File: config.mk
export PLATFORM = sky130hd
export DESIGN_NAME = usb_rx_elastic
export DESIGN_NICKNAME = d
export VERILOG_FILES = /design/src/rtl/usb_rx_elastic_pkg.sv /design/src/rtl/usb_rx_ones_run.sv /design/src/rtl/usb_rx_bit_store.sv /design/src/rtl/usb_rx_elastic.sv
export SDC_FILE = /design/constraint.sdc
export NUM_CORES = 1
export LEC_CHECK = 0
export BUFFER_PORTS_ARGS = -buffer_cell sky130_fd_sc_hd__buf_2
export CORE_ASPECT_RATIO = 1.25
export CORE_UTILIZATION = 53
export DETAILED_ROUTE_END_ITERATION = 16
export PLACE_DENSITY = 0.74
export SETUP_SLACK_MARGIN = 0.05
export SKIP_CTS_REPAIR_TIMING = 1
export SYNTH_ARGS = -nofsm -noshare
export SYNTH_HDL_FRONTEND = slang
export SYNTH_HIERARCHICAL = 1
export SYNTH_SLANG_ARGS = --single-unit
File: constraint.sdc
create_clock -name clk -period 3.5 [get_ports clk]
set_clock_uncertainty 0.15 [all_clocks]
set_input_delay 0.7 -clock clk [delete_from_list [all_inputs] [get_ports clk]]
set_output_delay 0.7 -clock clk [all_outputs]
set_load 0.005 [all_outputs]
File: src/rtl/usb_rx_elastic_pkg.sv
package usb_rx_elastic_pkg;
    typedef enum logic [1:0] {
        ST_IDLE   = 2'd0,
        ST_FILL   = 2'd1,
        ST_STREAM = 2'd2,
        ST_DRAIN  = 2'd3
    } rx_state_e;
endpackage

File: src/rtl/usb_rx_ones_run.sv
module usb_rx_ones_run #(
    parameter int RUN_LIMIT = 7,
    localparam int CNTW = $clog2(RUN_LIMIT + 1)
) (
    input  logic clk,
    input  logic rst_n,
    input  logic enable,
    input  logic bit_valid,
    input  logic bit_in,
    output logic run_hit
);
    logic [CNTW-1:0] cnt_d, cnt_q;

    always_comb begin
        run_hit = enable && bit_valid && bit_in && (cnt_q == CNTW'(RUN_LIMIT - 1));
        cnt_d   = cnt_q;
        if (!enable) begin
            cnt_d = '0;
        end else if (bit_valid) begin
            if (!bit_in || run_hit) cnt_d = '0;
            else                    cnt_d = cnt_q + 1'b1;
        end
    end

    always_ff @(posedge clk) begin
        if (!rst_n) cnt_q <= '0;
        else        cnt_q <= cnt_d;
    end
endmodule

File: src/rtl/usb_rx_bit_store.sv
module usb_rx_bit_store #(
    parameter int DEPTH = 16,
    localparam int AW = $clog2(DEPTH)
) (
    input  logic          clk,
    input  logic          we,
    input  logic [AW-1:0] waddr,
    input  logic          wdata,
    input  logic [AW-1:0] raddr,
    output logic          rdata
);
    logic [DEPTH-1:0] cells_q;

    always_ff @(posedge clk) begin
        if (we) cells_q[waddr] <= wdata;
    end

    assign rdata = cells_q[raddr];
endmodule

File: src/rtl/usb_rx_elastic.sv
module usb_rx_elastic
    import usb_rx_elastic_pkg::*;
#(
    parameter int DEPTH     = 16,
    parameter int PREFILL   = 8,
    parameter int RUN_LIMIT = 7,
    localparam int AW = $clog2(DEPTH),
    localparam int CW = $clog2(DEPTH + 1)
) (
    input  logic          clk,
    input  logic          rst_n,
    input  logic          in_valid,
    input  logic          in_bit,
    input  logic          rd_slot,
    output logic          out_valid,
    output logic          out_bit,
    output logic [CW-1:0] fill_level,
    output logic          overflow,
    output logic          underflow
);
    typedef struct packed {
        rx_state_e   st;
        logic [AW-1:0] wptr;
        logic [AW-1:0] rptr;
        logic [CW-1:0] count;
        logic          ovf;
        logic          unf;
        logic          ovalid;
        logic          obit;
    } regs_t;

    regs_t r_d, r_q;

    logic in_pkt, run_hit, rdata;
    logic start, wr_try, wr_ok, pop;

    assign in_pkt = (r_q.st == ST_FILL) || (r_q.st == ST_STREAM);

    usb_rx_ones_run #(.RUN_LIMIT(RUN_LIMIT)) u_run (
        .clk      (clk),
        .rst_n    (rst_n),
        .enable   (in_pkt),
        .bit_valid(in_valid),
        .bit_in   (in_bit),
        .run_hit  (run_hit)
    );

    usb_rx_bit_store #(.DEPTH(DEPTH)) u_store (
        .clk  (clk),
        .we   (wr_ok),
        .waddr(r_q.wptr),
        .wdata(in_bit),
        .raddr(r_q.rptr),
        .rdata(rdata)
    );

    always_comb begin
        r_d    = r_q;
        start  = (r_q.st == ST_IDLE) && in_valid && !in_bit;
        wr_try = start || (in_pkt && in_valid && !run_hit);
        pop    = rd_slot && ((r_q.st == ST_STREAM) || (r_q.st == ST_DRAIN))
                 && (r_q.count != '0);
        wr_ok  = wr_try && ((r_q.count != CW'(DEPTH)) || pop);

        if (wr_ok) r_d.wptr = r_q.wptr + 1'b1;
        if (pop)   r_d.rptr = r_q.rptr + 1'b1;
        r_d.count = r_q.count + CW'(wr_ok) - CW'(pop);

        r_d.ovalid = pop;
        r_d.obit   = pop ? rdata : 1'b0;

        if (start) begin
            r_d.ovf = 1'b0;
            r_d.unf = 1'b0;
        end else begin
            r_d.ovf = r_q.ovf || (wr_try && !wr_ok);
            r_d.unf = r_q.unf || (rd_slot && (r_q.st == ST_STREAM) && (r_q.count == '0));
        end

        unique case (r_q.st)
            ST_IDLE: begin
                if (start) r_d.st = ST_FILL;
            end
            ST_FILL: begin
                if (run_hit)                      r_d.st = ST_DRAIN;
                else if (r_d.count >= CW'(PREFILL)) r_d.st = ST_STREAM;
            end
            ST_STREAM: begin
                if (run_hit) r_d.st = ST_DRAIN;
            end
            ST_DRAIN: begin
                if (r_d.count == '0) begin
                    r_d.st   = ST_IDLE;
                    r_d.wptr = '0;
                    r_d.rptr = '0;
                end
            end
            default: r_d.st = ST_IDLE;
        endcase
    end

    always_ff @(posedge clk) begin
        if (!rst_n) begin
            r_q <= '{st: ST_IDLE, wptr: '0, rptr: '0, count: '0,
                     ovf: 1'b0, unf: 1'b0, ovalid: 1'b0, obit: 1'b0};
        end else begin
            r_q <= r_d;
        end
    end

    assign out_valid  = r_q.ovalid;
    assign out_bit    = r_q.obit;
    assign fill_level = r_q.count;
    assign overflow   = r_q.ovf;
    assign underflow  = r_q.unf;
endmodule

==> flow_results.org <==
** Run status
- Outcome :: finished clean

** Worst hold path
- The tightest min-delay check is of the flip-flop to flip-flop type.
- In this run the most critical hold path is launched from underflow.
- For hold timing, the worst endpoint is underflow.
- Counting instances, the worst hold path has a depth of 2.

** Setup path
- Worst reg2reg path endpoint :: r_q[18]
- Crit start category :: flip-flop
- Critical path fanouts, max :: 4
- Worst flop-to-flop path startpoint :: u_run/cnt_q[0]
- The worst setup path is captured at a flip-flop.
- STA puts the critical path data required time at 3.56 ns.
- STA puts the critical path data arrival time at approximately 3.3 ns.
- Counting cells, the worst reg-to-reg path comes to 17.
- Reg2Reg Setup Slack :: 0.26 ns
- The critical path is of the flip-flop to flip-flop type.

** Floorplanning
- The floorplan step defined a die boundary enclosing 3955 µm².
- The core region is between 3000 and 4000 µm².
- Horizontal die dimension :: 56.45 µm
- Placement Rows :: 24
- Ports :: 14
- Measured along the y axis, the die boundary spans 70.07 µm.
- The initial utilization of the core area, before any placement, comes to 0.5591.

** Placement
- Number of cells after detailed placement :: 240
- At the end of routability-driven placement, the weighted congestion stood at approximately 0.85.
- Detailed placement ended at an HPWL of 2649 µm.
- Port-buffer cells :: 13

** Final layout
- Antenna Cells :: 0
- At the end of the flow the core is filled with cells to 0.6435.
- After filler insertion, the fill cell instance count of the layout stands at 283.
- From synthesis to final layout, the design area changed by 15.10%.
- In the final layout, the share of cells above drive strength 1 is 0.2429.
- The count of cells in the finished layout, fillers not included, comes to around 250.
- Net total in the final layout :: 229

** Timing
- The worst pin sits at a relative slew slack of 0.6910.
- Final critical delay including setup and external delays :: ~3.2 ns
- Max Clock Freq :: slightly above 0.3 GHz
- Of the available clock period, the critical path in the final layout requires 0.9264.
- Number of endpoints with negative hold slack in the final report :: 0
- Unrepaired setup endpoints after global routing :: false
- Max-slew violation total from the final report :: 0
- For the pin with the worst max-slew slack, the measured transition is 0.4570 ns.
- Setup violations remaining at the end of the flow were counted as 0.
- Sum of negative setup slack :: 0 ns

** GRT
- Overall Global Routing Usage :: 0.2002
- The initial antenna violation count is 0.
- Global routing finished with a remaining overflow of 0.
- The via count of the first global-routing pass came to roughly 1,400.
- Wire length of the first global-routing pass :: between 6000 and 7000 µm
- Largest net degree at the start of global routing :: 17

** Synthesis
- Net count of the mapped netlist :: 204
- In this run, synthesis inferred 16 flip-flops with an integrated enable.
- Synthesized flop and latch total :: 38
- The biggest area contributor in the post-synthesis netlist is sky130_fd_sc_hd__edfxtp_1.
- Cells after synthesis :: 184
- After synthesis, the cell types taking the most area are sky130_fd_sc_hd__edfxtp_1, sky130_fd_sc_hd__dfxtp_1, sky130_fd_sc_hd__ha_1.
- Average cell area after synthesis :: 10.68 µm²
- Counting flops with an async set or reset pin after synthesis yields a share of 0.
- For this run, the number of Yosys warnings is 6.
- The synthesized netlist contains 35 unique library cells.
- Share of the synthesized area in the top cell type :: 0.2446
- Most instantiated flip-flop cell in the synthesis netlist :: sky130_fd_sc_hd__dfxtp_1
- Post-Synthesis Cell Area :: 1964 µm²
- The share of the Yosys chip area taken by registers is 0.4688.

** Drt
- In the routed layout, each cell is associated on average with a via count of 5.635.
- The routed layout has 1,403 vias.
- Iteration-0 DRC count of the detailed router :: 36
- In the routed design, unresolved DRC markers number 0.
- Routed length per instance :: 14.60 µm
- Once detail routing completed, the nets flagged for antenna violations numbered 0.
- Number of optimization iterations in the first detailed-route pass :: 4
- Wires add up to 3636 µm.

** Clock tree
- Clock tree sinks :: 38
- Total CTS buffers :: 5
- Clock latency on the worst-skew pair, taken at its later pin, is ~0.28 ns.
- Number of H-tree branching levels :: 2
- Clock-pin slew was measured on the worst setup and hold paths at about 0.07 ns.
- Max Root-Sink Buffers :: 2
- TritonCTS built the clock tree.
- The root buffer cell chosen for the clock tree is sky130_fd_sc_hd__clkbuf_8.

** Power and ir drop
- The worst-case IR drop observed on VDD is 572.5 µV.
- Static leakage power :: 0.8902 nW
- In this run the power density over the cells is 736.3 nW/µm².

** Run
- Across the run, the number of max-cap violations was 0.
Yosys cell counts, drive strengths merged (6+ instances only):
| cell type | instances |
|---|---|
| edfxtp | 16 |
| xor2 | 6 |
| inv | 11 |
| nor3 | 8 |
| ha | 14 |
| dfxtp | 22 |
| nand2 | 14 |
| nor2 | 32 |
| mux2i | 6 |
cell families after synthesis:
| family | count (synthesis) | share of synthesized area |
|---|---|---|
| muxes | 10 | 0.08408 |
| xor gates and xnor gates | 11 | 0.04904 |
| and+or+nand+nor | 77 | 0.1841 |
| buffers and inverters | 16 | 0.04013 |
| DFF | 38 | 0.4688 |
| adders and majority gates | 15 | 0.09936 |
| AOI/OAI and AO/OA | 17 | 0.07452 |
state kept, by name, indices dropped and copies added, names as in the netlist:
name             flops
underflow            1
fill_level           5
out_valid            1
u_run/cnt_q          3
r_q                 10
u_store/cells_q     16
out_bit              1
overflow             1
critical path, cell delays in order, from the launching register on:
cell                       delay, ns
sky130_fd_sc_hd__dfxtp_1        0.37
sky130_fd_sc_hd__inv_1          0.06
sky130_fd_sc_hd__ha_1           0.21
sky130_fd_sc_hd__nand2_2        0.12
sky130_fd_sc_hd__nor2_2         0.06
sky130_fd_sc_hd__nor2b_1        0.15
sky130_fd_sc_hd__o21ai_2        0.09
sky130_fd_sc_hd__nand2b_4       0.15
sky130_fd_sc_hd__o21ai_2        0.13
sky130_fd_sc_hd__ha_2           0.20
sky130_fd_sc_hd__inv_1          0.06
sky130_fd_sc_hd__fa_2           0.35
sky130_fd_sc_hd__nand2b_1       0.16
sky130_fd_sc_hd__a21oi_2        0.19
sky130_fd_sc_hd__xnor2_2        0.14
sky130_fd_sc_hd__a41o_1         0.21
sky130_fd_sc_hd__a21oi_2        0.17
sky130_fd_sc_hd__mux2i_1        0.20
power by group:
part | switching, mW | leakage [nW] | internal, mW
combinational | 0.405 | 0.520 | 0.379
clock | 0.142 | 0.0463 | 0.155
sequential | 0.0651 | 0.324 | 0.520
metal layers:
| metal | GRT usage | vias up | routed length (µm) |
|---|---|---|---|
| li1 | - | 692 | - |
| met3 | 0.05185 | 4 | 71 |
| met2 | 0.3542 | 18 | 1988 |
| met4 | 0.07046 | 0 | 41 |
| met1 | 0.2294 | 689 | 1535 |
| met5 | 0 | - | 0 |
stage by stage:
step | hold WS [ns] | power, mW | area, µm² | setup slack, ns
after floorplan | 0.3105 | 1.072 | 1964 | 0.2684
after global placement | 0.2968 | 1.209 | 2108 | 0.05214
after detailed placement | 0.3233 | 1.236 | 2108 | -0.07170
after CTS | 0.3400 | 1.534 | 2198 | -0.06480
after global routing | 0.3514 | 1.770 | 2261 | 0.04186
final | 0.3412 | 1.665 | 2261 | 0.2575
layout by cell type (no fill, tap or decap), drive strengths merged, types with 6 or more instances in the layout:
cell,count
ha,14
buf,23
inv,11
nor3,8
edfxtp,16
nand2,14
dfxtp,22
xor2,6
mux2i,6
clkbuf,6
nor2,32
cell type report:
type                    instances  area, µm²  area share
repair buffers                 23      140.1     0.06198
multi-input cells             130       1017      0.4499
inverters                      11      41.29     0.01826
clock buffers                   6      82.58     0.03652
clock inverters                 2      7.507    0.003320
well taps                      39      48.80     0.02158
flip-flops and latches         38      923.4      0.4084
worst max path at each step:
stage                     cells after the start      end  slack [ns]           start
final                                        17  r_q[18]        0.26  u_run/cnt_q[0]
after detailed placement                     16  r_q[18]       -0.07          in_bit
after CTS                                    17  r_q[18]       -0.06         r_q[18]
after global routing                         16  r_q[17]        0.04         r_q[17]
after floorplan                              17  r_q[17]        0.27         r_q[17]
after global placement                       16  r_q[18]        0.05          in_bit
Note: power is estimated with default switching activity, not from simulation.
